==> src/rtl/spi_rx_gather_pkg.sv <==
package spi_rx_gather_pkg;

  // Effective word length: out-of-range settings select the maximum.
  function automatic int eff_len(input int cfg, input int max_w);
    if (cfg == 0 || cfg > max_w) return max_w;
    return cfg;
  endfunction

  // Index of the synchronised pins inside the synchroniser vector.
  localparam int PIN_SCK  = 0;
  localparam int PIN_MOSI = 1;
  localparam int PIN_SSN  = 2;
  localparam int PIN_CNT  = 3;

endpackage

==> src/rtl/spi_rx_sync.sv <==
module spi_rx_sync #(
  parameter int W      = 3,
  parameter int STAGES = 2,
  parameter logic [W-1:0] RST_VAL = '0
) (
  input  logic         clk,
  input  logic         rst_n,
  input  logic [W-1:0] d_async,
  output logic [W-1:0] q_sync
);
  logic [STAGES-1:0][W-1:0] chain;

  always_ff @(posedge clk or negedge rst_n) begin
    if (!rst_n) begin
      for (int s = 0; s < STAGES; s++) chain[s] <= RST_VAL;
    end else begin
      chain[0] <= d_async;
      for (int s = 1; s < STAGES; s++) chain[s] <= chain[s-1];
    end
  end

  assign q_sync = chain[STAGES-1];
endmodule

==> src/rtl/spi_rx_assembler.sv <==
module spi_rx_assembler
  import spi_rx_gather_pkg::*;
#(
  parameter int MAX_W = 16,
  localparam int LW   = $clog2(MAX_W + 1)
) (
  input  logic             clk,
  input  logic             rst_n,
  input  logic             sck_s,
  input  logic             mosi_s,
  input  logic             sel_s,
  input  logic [LW-1:0]    cfg_len,
  output logic             push_v,
  output logic [MAX_W-1:0] push_d
);
  logic             sck_q, sel_q;
  logic [LW-1:0]    cnt;
  logic [MAX_W-1:0] sh, sh_next;
  logic [LW-1:0]    n_bits;
  logic             sck_rise, sel_on, sel_off;

  always_comb begin
    n_bits   = LW'(eff_len(int'(cfg_len), MAX_W));
    sck_rise = sck_s & ~sck_q & sel_s;
    sel_on   = sel_s & ~sel_q;
    sel_off  = ~sel_s & sel_q;
    sh_next  = (sh << 1) | MAX_W'(mosi_s);
  end

  always_ff @(posedge clk or negedge rst_n) begin
    if (!rst_n) begin
      sck_q  <= 1'b0;
      sel_q  <= 1'b0;
      cnt    <= '0;
      sh     <= '0;
      push_v <= 1'b0;
      push_d <= '0;
    end else begin
      sck_q  <= sck_s;
      sel_q  <= sel_s;
      push_v <= 1'b0;
      if (sel_on) begin
        cnt <= '0;
        sh  <= '0;
      end else if (sel_off) begin
        if (cnt != '0) begin
          push_v <= 1'b1;
          push_d <= sh << (n_bits - cnt);
        end
        cnt <= '0;
        sh  <= '0;
      end else if (sck_rise) begin
        if (cnt + LW'(1) >= n_bits) begin
          push_v <= 1'b1;
          push_d <= sh_next;
          cnt    <= '0;
          sh     <= '0;
        end else begin
          cnt <= cnt + LW'(1);
          sh  <= sh_next;
        end
      end
    end
  end
endmodule

==> src/rtl/spi_rx_fifo.sv <==
module spi_rx_fifo #(
  parameter int W     = 16,
  parameter int DEPTH = 8,
  localparam int AW   = (DEPTH > 1) ? $clog2(DEPTH) : 1,
  localparam int CW   = $clog2(DEPTH + 1)
) (
  input  logic          clk,
  input  logic          rst_n,
  input  logic          push,
  input  logic [W-1:0]  push_d,
  output logic [W-1:0]  rd_data,
  output logic          rd_valid,
  input  logic          rd_ready,
  output logic [CW-1:0] level,
  output logic          ovf,
  input  logic          ovf_clr
);
  logic [W-1:0]  mem [DEPTH];
  logic [AW-1:0] wp, rp;
  logic          pop, accept, drop;

  always_comb begin
    rd_valid = (level != '0);
    pop      = rd_valid & rd_ready;
    accept   = push & ((level != CW'(DEPTH)) | pop);
    drop     = push & ~accept;
    rd_data  = mem[rp];
  end

  function automatic logic [AW-1:0] inc(input logic [AW-1:0] p);
    return (p == AW'(DEPTH - 1)) ? '0 : p + AW'(1);
  endfunction

  always_ff @(posedge clk) begin
    if (accept) mem[wp] <= push_d;
  end

  always_ff @(posedge clk or negedge rst_n) begin
    if (!rst_n) begin
      wp    <= '0;
      rp    <= '0;
      level <= '0;
      ovf   <= 1'b0;
    end else begin
      if (accept) wp <= inc(wp);
      if (pop)    rp <= inc(rp);
      level <= level + CW'(accept) - CW'(pop);
      if (drop)         ovf <= 1'b1;
      else if (ovf_clr) ovf <= 1'b0;
    end
  end
endmodule

==> src/rtl/spi_rx_gather.sv <==
module spi_rx_gather
  import spi_rx_gather_pkg::*;
#(
  parameter int MAX_W = 16,
  parameter int DEPTH = 8,
  localparam int LW   = $clog2(MAX_W + 1),
  localparam int CW   = $clog2(DEPTH + 1)
) (
  input  logic             clk,
  input  logic             rst_n,
  input  logic             spi_sck,
  input  logic             spi_mosi,
  input  logic             spi_ss_n,
  input  logic [LW-1:0]    cfg_len,
  output logic [MAX_W-1:0] rd_data,
  output logic             rd_valid,
  input  logic             rd_ready,
  output logic [CW-1:0]    rd_level,
  output logic             ovf,
  input  logic             ovf_clr
);
  logic [PIN_CNT-1:0] pins_a, pins_s;
  logic               sel_s;
  logic               asm_push;
  logic [MAX_W-1:0]   asm_data;

  always_comb begin
    pins_a[PIN_SCK]  = spi_sck;
    pins_a[PIN_MOSI] = spi_mosi;
    pins_a[PIN_SSN]  = spi_ss_n;
    sel_s            = ~pins_s[PIN_SSN];
  end

  spi_rx_sync #(
    .W(PIN_CNT), .STAGES(2), .RST_VAL(PIN_CNT'(1) << PIN_SSN)
  ) u_sync (
    .clk(clk), .rst_n(rst_n), .d_async(pins_a), .q_sync(pins_s)
  );

  spi_rx_assembler #(.MAX_W(MAX_W)) u_asm (
    .clk(clk), .rst_n(rst_n),
    .sck_s(pins_s[PIN_SCK]), .mosi_s(pins_s[PIN_MOSI]), .sel_s(sel_s),
    .cfg_len(cfg_len), .push_v(asm_push), .push_d(asm_data)
  );

  spi_rx_fifo #(.W(MAX_W), .DEPTH(DEPTH)) u_fifo (
    .clk(clk), .rst_n(rst_n),
    .push(asm_push), .push_d(asm_data),
    .rd_data(rd_data), .rd_valid(rd_valid), .rd_ready(rd_ready),
    .level(rd_level), .ovf(ovf), .ovf_clr(ovf_clr)
  );
endmodule

==> config.mk <==
export PLATFORM = sky130hd
export DESIGN_NAME = spi_rx_gather
export DESIGN_NICKNAME = d
export VERILOG_FILES = /design/src/rtl/spi_rx_gather_pkg.sv /design/src/rtl/spi_rx_sync.sv /design/src/rtl/spi_rx_assembler.sv /design/src/rtl/spi_rx_fifo.sv /design/src/rtl/spi_rx_gather.sv
export SDC_FILE = /design/constraint.sdc
export NUM_CORES = 1
export LEC_CHECK = 0
export ABC_AREA = 1
export BUFFER_PORTS_ARGS = -buffer_cell sky130_fd_sc_hd__buf_4
export CAP_MARGIN = 10
export CORE_ASPECT_RATIO = 1.25
export CORE_MARGIN = 4
export CORE_UTILIZATION = 66
export DETAILED_ROUTE_END_ITERATION = 10
export PLACE_DENSITY = 0.94
export SLEW_MARGIN = 10
export SYNTH_ARGS = -nofsm -noshare
export SYNTH_HDL_FRONTEND = slang
export SYNTH_SLANG_ARGS = --single-unit
==> constraint.sdc <==
create_clock -name clk -period 5.1 [get_ports clk]
set_input_delay 0.51 -clock clk [delete_from_list [all_inputs] [get_ports clk]]
set_output_delay 0.51 -clock clk [all_outputs]
set_load 0.005 [all_outputs]
==> reports/results.tsv, run 1 <==
stage	metric	value	unit
layout	regArea	5270	um2
global_route	met2_usage	48.9	%
critical_path	slowest_delay	0.80	ns
critical_path	rr_worst_depth	12	
global_route	grt_max_degree	67	
die	rows	46	
worst_hold_path	hold_path.class	primary input to async pin	
drt	finalWirelength	19200	um
sta	slew_viol_final	0	
synth	synthMostInstantiatedCell	nand2_1	
sta	finalSetupViolations	0	
drt	drc	0	
clock_tree	cts_made_buffers	17	
global_route	grtUsageTotal	27.2	%
placement	preCtsSetupSlack	1.52	ns
drt	dr.pass1.iters	5	
die	io_pins	34	
synth	synth-warning-count	0	
sta	skew	0.0106	ns
layout	syn2layout_area_growth	10.9	%
critical_path	startpoint	u_fifo.rp[0]	
clock_tree	postCtsResizedCells	0	
critical_path	crit_family	buffers and inverters	
critical_path	cp_common_cell	buf_4	
synth	synthArstFlopShare	30.8	%
critical_path	path_buf_inv	3	
drt	postRouteAntennaNets	0	
critical_path	reg2reg_to	u_asm.push_d[15]	
sta	rsz0062_at_grt	no	
synth	ys_types	34	
die	die_width	110	um
global_route	grt_pass1_vias	6277	
global_route	grt_pass1_wl	31100	um
critical_path	arrival	2.89	ns
clock_tree	postCtsSetupRepairBufs	0	
layout	fin_nets	950	
clock_tree	hold_buffers	0	
sta	hold_viol_final	0	
drt	drtIter0Drc	574	
critical_path	path_depth	7	
clock_tree	clkLatencyLatePin	0.43	ns
layout	fill_cells	808	
global_route	grt-busiest-layer	met2	
die	die_h	136	um
critical_path	crit_slowest_cell	inv_2	
flow_run	drv_cap	0	
critical_path	critPathLaunchType	flip-flop	
power_and_ir_drop	p_per_area	564	nW/um2
drt	vias_per_cell	5.91	
clock_tree	cts_tree	yes	
clock_tree	root_buffer	clkbuf_16	
clock_tree	path_clk_slew	0.07	ns
critical_path	critPathKind	flip-flop to output pin	
clock_tree	cts_max_level	4	
clock_tree	clkSinkCount	185	
die	die-area	15000	um2
placement	port_buffers	33	
critical_path	reg2reg_from	u_asm.cnt[0]	
sta	setup_ws	1.70	ns
clock_tree	clockBufferDepth	2	
drt	vias	6468	
status	outcome	finished, final reports clean	
layout	multi_input_area	2950	um2
synth	ys_seq_area_share	61.0	%
critical_path	crit_fanout	66	
synth	synth_edf_count	128	
sta	max_freq	294	MHz
critical_path	worstPathCellList	buf_4, inv_2, o21ai_0, o22ai_1, nor2_1, a31oi_1, buf_4	
global_route	grt.met1_usage	33.0	%
global_route	grt_util_met3	4.89	%
synth	synth.area.top_cells	edfxtp_1 (44%), dfrtp_1 (16%), nand2_1 (9.8%)	
power_and_ir_drop	leakage	4.00	nW
layout	drive_above_1_share	11.1	%
sta	period_share	66.7	%
synth	synth-main-ff-cell	edfxtp_1	
critical_path	endpoint	rd_data[4]	
global_route	gr-total-overflow	0	
die	initial_core_util	67.6	%
synth	yosys_register_bits	185	
sta	finalCriticalPeriod	3.40	ns
layout	post-route-util	75.0	%
critical_path	endpoint_kind	output pin	
synth	yosysTopAreaCell	edfxtp_1	
synth	synth_area_per_cell	9.67	um2
sta	fin_setup_tns	0	ns
synth	synth_top_area_share	44.5	%
power_and_ir_drop	ir_drop	0.465	mV
global_route	antenna_found_initial	0	
critical_path	regToRegSetupSlack	2.15	ns
drt	wire_per_inst	17.5	um
die	core_area	12800	um2
synth	syn-instance-count	893	
sta	slew_headroom	23.4	%
layout	diodes	0	
synth	ys_top_cells_by_count	nand2_1 (225), nor2_1 (137), edfxtp_1 (128)	
placement	gp_congestion	0.995	
placement	post-dp-hpwl	11800	um
synth	syn_area	8640	um2
critical_path	crit_required	4.59	ns
sta	worst_pin_slew	1.14	ns
synth	synthesis.nets	929	
[power breakdown]
group / switching (mW) / internal [mW]
Combinational: 1.32 / 0.740
Clock: 0.590 / 0.742
Sequential: 0.169 / 1.84
[cells in the final DEF (no fill, tap or decap), drive strengths merged]
| master | instances |
|---|---|
| xor2 | 1 |
| o211ai | 1 |
| clkbuf | 17 |
| edfxtp | 128 |
| dfstp | 2 |
| buf | 44 |
| a21oi | 6 |
| ha | 22 |
| nor2 | 138 |
| nand4 | 2 |
| or2 | 1 |
| xnor2 | 5 |
| bufinv | 2 |
| nor3b | 1 |
| inv | 61 |
| nand3 | 65 |
| nor3 | 2 |
| fa | 2 |
| nand2 | 238 |
| clkinvlp | 2 |
| dfrtp | 55 |
| clkinv | 4 |
| o22ai | 24 |
| o21ai | 87 |
| a31oi | 17 |
[final cells by class]
| cell class | instances | area share, % |
|---|---|---|
| Multi-Input combinational cell | 612 | 30.8 |
| Clock buffer | 17 | 4.44 |
| Inverter | 54 | 2.14 |
| Clock inverter | 15 | 1.89 |
| Sequential cell | 185 | 55.1 |
| Timing Repair Buffer | 44 | 3.45 |
| Tap cell | 168 | 2.19 |
[routing by layer]
layer | up-vias | wire length [um]
met5 | - | 0
met3 | 42 | 1170
met1 | 3099 | 7370
met2 | 275 | 10300
met4 | 0 | 346
li1 | 3052 | -
[sequential cells by signal (all words and copies together), names as in the netlist, 3 cells and up]
signal and cells:
u_asm.cnt 5, u_asm.push_d 16, u_asm.sh 16, u_fifo.level 4, u_fifo.mem 128, u_fifo.rp 3, u_fifo.wp 3, u_sync.chain 3
u_sync.q_sync 3
[metrics by stage]
stage	hold slack, ns	cell area [um2]	cells	power, mW
after floorplan	0.214	8640	893	3.47
after global placement	0.334	8970	1063	3.95
after detailed placement	0.336	8970	1063	4.04
after CTS	0.165	9580	1095	5.39
after global routing	0.170	9580	1095	5.75
final	0.138	9580	1095	5.40
[logic make-up (layout without fill, tap and decap cells)]
| family | Yosys count | in the layout | synth area share, % |
|---|---|---|---|
| xor gates and xnor gates | 6 | 6 | 0.695 |
| AOI/OAI and AO/OA | 135 | 135 | 8.52 |
| adders and majority gates | 24 | 24 | 3.65 |
| buffers and inverters | 96 | 130 | 4.81 |
| DFF | 185 | 185 | 61.0 |
| and+or+nand+nor | 447 | 447 | 21.3 |
[how the worst min path moves through the flow]
| stage | cells after the start | endpoint | slack (ns) | from |
|---|---|---|---|---|
| after floorplan | 0 | u_asm.cnt[0] | 0.21 | rst_n |
| after global placement | 0 | u_sync.q_sync[0] | 0.33 | u_sync.chain[0] |
| after detailed placement | 0 | u_sync.q_sync[0] | 0.34 | u_sync.chain[0] |
| after CTS | 1 | u_asm.sh[7] | 0.17 | rst_n |
| after global routing | 1 | u_sync.chain[2] | 0.17 | spi_ss_n |
| final | 1 | u_asm.sh[7] | 0.14 | rst_n |
Note: power is estimated with default switching activity, not from simulation.
==> run 2, diff against run 1 <==
--- a/config.mk
+++ b/config.mk
@@ -10,9 +10,9 @@
 export CAP_MARGIN = 10
 export CORE_ASPECT_RATIO = 1.25
 export CORE_MARGIN = 4
-export CORE_UTILIZATION = 66
+export CORE_UTILIZATION = 62
 export DETAILED_ROUTE_END_ITERATION = 10
-export PLACE_DENSITY = 0.94
+export PLACE_DENSITY = 0.9
 export SLEW_MARGIN = 10
 export SYNTH_ARGS = -nofsm -noshare
 export SYNTH_HDL_FRONTEND = slang
==> constraint.sdc (replaced) <==
create_clock -name clk -period 3.5 [get_ports clk]
set_input_delay 0.35 -clock clk [delete_from_list [all_inputs] [get_ports clk]]
set_output_delay 0.35 -clock clk [all_outputs]
set_load 0.005 [all_outputs]
==> run 2 against run 1 <==
  * Count of clock-buffer cells in the layout unchanged
  * Register-to-register slack got worse by 1.2 ns
  * Worst setup slack got worse by 0.85 ns
  * Utilization decreased by 3.2 points
  * Critical endpoint is now u_asm.push_d[1]
  * Total power increased by 48%
  * Largest power group unchanged
  * Die area increased by 6.0%
  * Worst hold slack got worse by 0.11 ns
  * Largest cell class unchanged
==> reports/results.tsv, run 2 (synthesis gave the netlist of run 1 again) <==
stage	metric	value	unit	change
status	outcome	finished, final reports clean		
sta	hold_viol_final	0		unchanged
critical_path	path_buf_inv	5		+2
placement	post-place-cells	1075		+1.1%
drt	finalWirelength	19200	um	about the same
clock_tree	cts_max_level	4		unchanged
critical_path	worstPathCellList	buf_4, inv_1, nand4_1, ha_1, nor2_1, inv_1, fa_1, xnor2_2, buf_4, inv_2, nand3_1, nor2_1, nand2_1, o21ai_0, nand2_1, nand2_1		
global_route	gr-total-overflow	0		unchanged
worst_hold_path	min_path_cells	1		
worst_hold_path	worstHoldStart	spi_ss_n		
die	io_pins	34		unchanged
worst_hold_path	min_to	u_sync.chain[2]		
power_and_ir_drop	sequentialPowerShare	36.8	%	-0.4 points
sta	worst_pin_slew	0.970	ns	-0.175 ns
drt	drtIter0Drc	621		+8.2%
layout	reg.largest.list	u_fifo.mem: 128 flops, u_asm.push_d: 16 flops, u_asm.sh: 16 flops		
placement	post-dp-hpwl	11700	um	-0.25%
global_route	antenna_found_initial	0		unchanged
layout	drive_above_1_share	12.0	%	+0.84 points
die	rows	47		+2.2%
drt	vias_per_cell	5.92		+0.25%
drt	dr.pass1.iters	6		+1
clock_tree	cts_tree	yes		
global_route	grt_pass1_vias	6485		+3.3%
sta	finalSetupViolations	0		unchanged
critical_path	crit_slowest_cell	fa_1		
placement	gp_congestion	1.02		+2.7%
worst_hold_path	hold_path.class	primary input to flip-flop		
layout	largest_reg_flops	128		unchanged
sta	fin_setup_tns	0	ns	unchanged
sta	slew_headroom	35.3	%	+12 points
clock_tree	clkSinkCount	185		unchanged
clock_tree	clkLatencyLatePin	0.43	ns	about the same
layout	diodes	0		unchanged
critical_path	cp_common_cell	nand2_1		
power_and_ir_drop	p_clk_share	24.5	%	-0.2 points
global_route	grt_max_degree	66		-1.5%
clock_tree	cts_made_buffers	17		unchanged
layout	syn2layout_area_growth	11.9	%	
sta	slew_viol_final	0		unchanged
layout	instances_no_fill	1108		+1.2%
clock_tree	root_buffer	clkbuf_16		
power_and_ir_drop	ir_drop	0.659	mV	+42%
critical_path	regToRegSetupSlack	0.96	ns	-1.19 ns
die	die_h	140	um	+3.0%
sta	rsz0062_at_grt	no		
critical_path	arrival	3.01	ns	+0.12 ns
critical_path	rr_worst_depth	12		unchanged
power_and_ir_drop	leakage	4.05	nW	+1.3%
critical_path	crit_required	3.86	ns	-0.73 ns
drt	vias	6561		+1.4%
critical_path	slowest_delay	0.49	ns	-0.31 ns
die	die_width	114	um	+2.9%
drt	postRouteAntennaNets	0		unchanged
layout	regArea	5270	um2	unchanged
critical_path	endpoint_kind	flip-flop		
power_and_ir_drop	p_sw	3.07	mW	+48%
die	core_area	13500	um2	+5.4%
clock_tree	path_clk_slew	0.07	ns	about the same
critical_path	crit_fanout	16		-76%
die	initial_core_util	64.2	%	-3.5 points
clock_tree	clockBufferDepth	2		unchanged
drt	drc	0		unchanged
layout	fill_cells	879		+8.8%
sta	skew	0.00813	ns	-0.00244 ns
layout	layout_common_cells	nand2_1 (225), nor2_1 (137), edfxtp_1 (128)		
layout	regMostFlops	u_fifo.mem		
global_route	grt_pass1_wl	31600	um	+1.6%
power_and_ir_drop	p_int	4.89	mW	+47%
critical_path	crit_family	simple AND/OR/NAND/NOR gates		
flow_run	drv_cap	0		unchanged
critical_path	critPathLaunchType	primary input		
critical_path	reg2reg_from	u_asm.cnt[0]		
drt	wire_per_inst	17.3	um	-1.2%
global_route	grtUsageTotal	25.2	%	-2.0 points
clock_tree	postCtsResizedCells	0		unchanged
sta	finalCriticalPeriod	2.65	ns	
power_and_ir_drop	p_sw_share	38.6	%	+0.091 points
power_and_ir_drop	p_per_area	824	nW/um2	+46%
layout	mostFrequentLayoutCell	nand2_1		
layout	multi_input_area	2950	um2	unchanged
sta	period_share	75.6	%	
placement	port_buffers	33		unchanged
die	die-area	15900	um2	+6.0%
critical_path	critPathKind	primary input to flip-flop		
sta	max_freq	378	MHz	
layout	fin_nets	960		+1.1%
critical_path	reg2reg_to	u_asm.push_d[1]		
power_and_ir_drop	combinationalPowerShare	38.8	%	+0.6 points
run 2: power groups by stage:
| stage | clock, mW | sequential (mW) | combinational, mW |
|---|---|---|---|
| floorplan | 0 | 2.88 | 2.17 |
| global placement | 0 | 2.94 | 2.91 |
| detailed placement | 0 | 2.97 | 3.01 |
| CTS | 1.96 | 2.93 | 3.07 |
| global route | 2.07 | 2.96 | 3.46 |
| finish | 1.95 | 2.93 | 3.09 |
run 2: cell type report:
type	count	area share, %
clock buffer	17	4.40
timing repair buffer	54	4.22
clock inverter	15	1.93
inverter	54	2.12
tap	171	2.21
multi-input combinational	612	30.5
sequential	185	54.6
run 2: routing by layer:
layer / track usage [%] / vias up / part of all wire [%]
met5: 0 / - / 0
met4: 9.43 / 0 / 2.3
met3: 5.00 / 42 / 7.6
met2: 44.0 / 331 / 53
met1: 30.8 / 3119 / 37
li1: - / 3069 / -
run 2: metrics by stage:
step           hold slack [ns]  total power, mW  instance area [um2]  util, %  setup WS [ns]
5_1_grt                0.00819             8.49                 9660     71.8          0.697
4_1_cts                0.00926             7.95                 9660     71.8          0.839
6_report                0.0250             7.97                 9660     71.8          0.853
3_5_place_dp             0.348             5.98                 9040     67.1          0.575
2_1_floorplan           0.0544             5.05                 8640        -          0.923
3_3_place_gp             0.334             5.85                 9040     67.1          0.671
run 2: worst max path at each step:
stage                 startpoint               end  depth (start not counted)
floorplan             cfg_len[1]  u_asm.push_d[14]                         17
global route          cfg_len[0]   u_asm.push_d[1]                         16
CTS                 u_fifo.rp[1]       rd_data[11]                          7
global placement      cfg_len[1]  u_asm.push_d[11]                         16
detailed placement    cfg_len[2]  u_asm.push_d[15]                         17
finish                cfg_len[2]   u_asm.push_d[1]                         16
run 2: repair_timing:
item,CTS,global route
hold buffers,1,0
endpoints found under the hold margin,6,0
setup buffers,0,0
